**src/rtl/io_port.sv**
```systemverilog
module io_port #(
  parameter int W  = 8,
  parameter int AW = 2
) (
  input  logic          clk,
  input  logic          rst_n,
  input  logic          wr_en,
  input  logic          rd_en,
  input  logic [AW-1:0] addr,
  input  logic [W-1:0]  wdata,
  output logic [W-1:0]  rdata,
  input  logic [W-1:0]  pad_in,
  output logic [W-1:0]  pad_out,
  output logic [W-1:0]  pad_oe,
  input  logic [W-1:0]  pu_cfg,
  output logic [W-1:0]  pu_en
);
  localparam logic [AW-1:0] A_LATCH = AW'(0);
  localparam logic [AW-1:0] A_DIR   = AW'(1);

  logic [W-1:0] latch_q, dir_q, sync1_q, sync2_q, port_val, rd_mux;

  always_ff @(posedge clk or negedge rst_n)
    if (!rst_n) begin
      sync1_q <= '0;
      sync2_q <= '0;
    end else begin
      sync1_q <= pad_in;
      sync2_q <= sync1_q;
    end

  always_ff @(posedge clk or negedge rst_n)
    if (!rst_n) begin
      latch_q <= '1;
      dir_q   <= '1;
    end else if (wr_en) begin
      if (addr == A_LATCH) latch_q <= wdata;
      if (addr == A_DIR)   dir_q   <= wdata;
    end

  assign port_val = (sync2_q & dir_q) | (latch_q & ~dir_q);

  always_comb
    case (addr)
      A_LATCH: rd_mux = port_val;
      A_DIR:   rd_mux = dir_q;
      default: rd_mux = '0;
    endcase

  always_ff @(posedge clk or negedge rst_n)
    if (!rst_n)     rdata <= '0;
    else if (rd_en) rdata <= rd_mux;

  assign pad_out = latch_q;
  assign pad_oe  = ~dir_q;
  assign pu_en   = pu_cfg & dir_q;
endmodule

```
**config.mk**
```make
export PLATFORM = sky130hd
export DESIGN_NAME = io_port
export DESIGN_NICKNAME = d
export VERILOG_FILES = /design/src/rtl/io_port.sv
export SDC_FILE = /design/constraint.sdc
export NUM_CORES = 1
export LEC_CHECK = 0
export CAP_MARGIN = 20
export CORE_MARGIN = 3
export CORE_UTILIZATION = 40
export CTS_BUF_LIST = sky130_fd_sc_hd__clkbuf_2
export DETAILED_ROUTE_END_ITERATION = 12
export HOLD_SLACK_MARGIN = 0.1
export PLACE_DENSITY = 0.86
export SLEW_MARGIN = 20
export SYNTH_ARGS = -nofsm -noshare
export SYNTH_HDL_FRONTEND = slang
export SYNTH_SLANG_ARGS = --single-unit
```
**constraint.sdc**
```tcl
create_clock -name clk -period 1.7 [get_ports clk]
set_input_delay 0.51 -clock clk [delete_from_list [all_inputs] [get_ports clk]]
set_output_delay 0.51 -clock clk [all_outputs]
set_load 0.05 [all_outputs]
```
== Yosys cells after proc, flatten, opt, wreduce, memory -nomap -nowiden ==
Index checks and enable logic that the tools add are counted.
Operators by class
  eq/ne operators: 1
  reduce and logical (&&, ||, !) cells: 3
  mux-type cells: 1
  bitwise logic cells: 5
Operators by type and width (number)
  AND 8 bit: 3
  case mux 8 bit (2 select lines): 1
  inverter 8 bit: 1
  bitwise OR 8 bit: 1
  AND reduction 2 bit: 2
  equality test 2 x 1 -> 1 bit (second input constant): 1
  zero test 2 bit: 1
Storage, ports and cells
  logic and storage cells: 15
  register bits after elaboration: 40
  output and inout bits: 32

== Logic depth before layout (Yosys ltp) ==
  depth in word-level cells: 4
  gate-level depth with buffers: 5
  mapped depth without buffers: 3

== Worst setup path before layout ==
OpenSTA, ideal clock, no wires.
  path kind: flip-flop to output port
  from: register dir_q[0]
  to: output pu_en[0]
  path buffers: 0
  data arrival time: 945 ps
  path slack: 245 ps
  stages on the path, launching flop included: 2
  cell sequence: dfstp_2 -> and2_1
On the way
  cells in the longest elaborated chain, start to end: 1
Ends and longest elaborated chain
  from (decl): line 21  | logic [W-1:0] latch_q, dir_q, sync1_q, sync2_q, port_val, rd_mux;
  from (signal assigned): line 38  | if (addr == A_DIR) dir_q <= wdata;
  AND 8 bit: line 56  | assign pu_en = pu_cfg & dir_q;
  to (decl): line 16  | output logic [W-1:0] pu_en
Every way passes these cells.

== Worst setup path after layout ==
Ends and elaborated chain as after synthesis.

==> summary.md <==
| Metric | Value |
|---|---|
| Reg clk slew, reported paths | `0.19 ns` |
| Hold Crit Class | `reg2reg` |
| Required time of the critical path | `~1.2 ns` |
| Vias after detailed routing | `1166` |
| Cells along the critical path | `and2_4 > buf_12` |
| GRT Total Usage | `0.182` |
| GPL Wtd Cong | `0.647` |
| Failing checks | `setup timing` |
| Nets | `around 220` |
| Total wire length | `3.69 mm` |
| Synth Area in Adders | `0` |
| Max Freq | `561 MHz` |
| Core area | `3520 um^2` |
| ANT nets after route | `0` |
| CP delay by family, top | `flip-flops` |
| Vias in the first global route | `1219` |
| PD cells | `1110 nW/um^2` |
| Critical path class | `reg2out` |
| Yosys top cell by area | `dfrtp_1` |
| Final min period | `1.78 ns` |
| Layout cell share with drive strength beyond 1 | `0.531` |
| Drc violations | `0` |
| Total power | `a little under 0.003 W` |
| Final count of negative-setup-slack endpoints | `8` |
| Syn Area/Cell | `between 10 and 15 um^2` |
| Rows | `21` |
| Worst-Margin Slew | `0.628 ns` |
| CTS Sinks | `40` |
| CTS Buffer Depth | `2` |
| Pleak | `1.17 nW` |
| Synth Area in XOR/XNOR | `0` |
| Warnings, synthesis | `0` |
| Fin cells | `240` |
| Clk Latency, worst-skew pair | `0.38 ns` |
| Clock buffer count from CTS | `5` |
| Die H | `68.2 um` |
| DR WL/cell | `15.4 um` |
| Max incr delay on CP | `about 0.6 ns` |
| Area grow syn2layout | `70.8%` |
| Yosys cell types | `14` |
| Largest net degree at the start of global routing | `23` |
| Proportion of synthesized area in mux cells | `0.117` |
| DR iter-0 viols | `24` |
| Max-cap violation count | `0` |
| Crit path capture type | `output pin` |
| RSZ-0062 raised after global routing | `true` |
| Area of the multi-input gates | `493 um^2` |
| Die area | `4650 um^2` |
| Final WS setup | `-0.0813 ns` |
| Period utilization | `1.05` |
| Cells after Synth | `110` |
| Sequential element share of the synthesized area | `0.660` |
| Clock skew | `0.0102 ns` |
| Sequential Area | `1020 um^2` |
| Simple-gate share of the synthesized area | `0.0922` |
| Worst-path fanout max | `3` |
| CP Buf/Inv Count | `1` |
| Final Max Tran Viols | `0` |
| DR pass1 iterations | `4` |
| Post-layout instance area | `around 2600 um^2` |
| Via density | `roughly 5` |
| Critical Path Slowest Stage Cell | `dfstp_2` |
| Hold slack | `0.373 ns` |
| Maximum vdd drop | `about 850 uV` |
| Cell count after placement | `222` |
| Status | `complete, but fails checks` |
| Largest family of logic cells by synthesized area | `multiplexers` |
| Critical path launch point type | `flop` |
| Die X | `68.2 um` |
| Antenna violations before repair | `0` |
| # port buffers | `61` |
| Flops & latches, synth | `40` |
| H-tree depth | `2` |
| CTS tree | `done` |
| Fill cell count | `217` |
| Synth Area in Compound Gates | `0.0971` |
| Hold Violations, Final | `0` |
| First-pass GRT wire length | `slightly below 6 mm` |
| Crit path DAT | `1.27 ns` |
| Normalized max-slew margin | `0.580` |
| Root buffer cell | `clkbuf_2` |
| Initial Util | `0.439` |
| ANT cells | `0` |
| IO Count | `62` |
| GR Overflow Total | `0` |
| Post-Syn Nets | `140` |
| HPWL Detailed | `2.72 mm` |
| Synth area leaders | `dfrtp_1 (39%), dfstp_2 (27%), mux2_2 (12%)` |
| Dpl cell area | `2480 um^2` |
| Cell area after synthesis | `1550 um^2` |
| Area share of the largest cell type after synthesis | `0.388` |
## worst reg2reg max path, stage by stage, from the launching register on
cell and delay (ns):
dfstp_2 0.60, buf_4 0.12, nand2b_1 0.04, o21ai_0 0.16
a22o_1 0.16
## kinds of logic (layout without fill, tap and decap cells)
group	count (synthesis)	after routing
compound gates	24	24
buf+inv	11	95
flops	40	40
mux	16	16
simple gates	19	19
## layout by cell type, fill, tap and decap left out
master            n
dlygate4sd3_1     1
clkdlybuf4s50_1  28
mux2_2           16
inv_2             6
buf_4            15
nand3b_4          1
nand2b_1          8
dfstp_2          16
buf_2             1
a22o_1            8
clkbuf_2          6
clkinv_1          3
nor3b_4           1
buf_6             8
dfrtp_1          24
o21ai_0          16
inv_1             2
buf_12           25
nor2_1            1
and2_4            8
## flip-flops by register name, indices dropped and copies added, names as in the netlist
name and cells:
pad_out 8, dir_q 8, sync2_q 8, rdata 8
sync1_q 8
## path summary, 6_finish.rpt
check | from | end | slack [ns] | cells past startpoint
max in group asynchronous | rst_n | pad_out[1] | 0.57 | 3
max | dir_q[0] | pu_en[0] | -0.08 | 2
min | sync1_q[7] | sync2_q[7] | 0.37 | 0
max reg2reg | pad_out[7] | rdata[7] | 0.58 | 4
min in group asynchronous | rst_n | sync1_q[4] | 0.56 | 2
min reg2reg | sync1_q[7] | sync2_q[7] | 0.37 | 0
## final cells by class
| cell class | count | area share |
|---|---|---|
| multi-input cells | 59 | 0.187 |
| clock inverters | 2 | 0.00284 |
| inverters | 9 | 0.0128 |
| well taps | 46 | 0.0218 |
| clock buffers | 6 | 0.0114 |
| repair buffers | 78 | 0.378 |
| flip-flops and latches | 40 | 0.387 |
## Yosys cell counts
cell type	number
clkinv_1	1
and2_1	8
o21ai_0	16
a22o_1	8
buf_6	1
nor2_1	1
inv_1	8
mux2_2	16
buf_4	1
dfrtp_1	24
nand2b_1	8
nand3b_4	1
dfstp_2	16
nor3b_4	1
## power breakdown
group,total [W],internal (W),leakage (nW),switching [W]
Sequential,0.00125,0.00113,0.460,0.000123
Clock,0.000388,0.0000990,0.0281,0.000289
Combinational,0.00130,0.000648,0.687,0.000651
Total,0.00294,0.00187,1.17,0.00106
## routing by layer
| layer | vias to the layer above | wire length (um) | GRT usage |
|---|---|---|---|
| li1 | 538 | - | - |
| met1 | 576 | 1440 | 0.212 |
| met2 | 46 | 1930 | 0.312 |
| met3 | 6 | 276 | 0.0542 |
| met4 | 0 | 53 | 0.0744 |
| met5 | - | 0 | 0 |
## stage by stage
step                      setup WS, ns  TNS [ns]   util
after floorplan                  0.245         0      -
after global placement          -0.107     -2.80  0.703
after detailed placement        -0.183     -4.15  0.703
after CTS                      -0.0821    -0.561  0.743
after global routing            -0.152     -1.47  0.750
final                          -0.0813    -0.529  0.750
## timing repair
item / CTS / global route
gates resized for setup: 15 / 7
pin swaps: 1 / 1
gates cloned: 0 / 0
hold buffers: 1 / 0
setup endpoints to repair: 16 / 21
endpoints found under the hold margin: 12 / 0
setup buffers: 6 / 3
(Power assumes the default switching activity.)
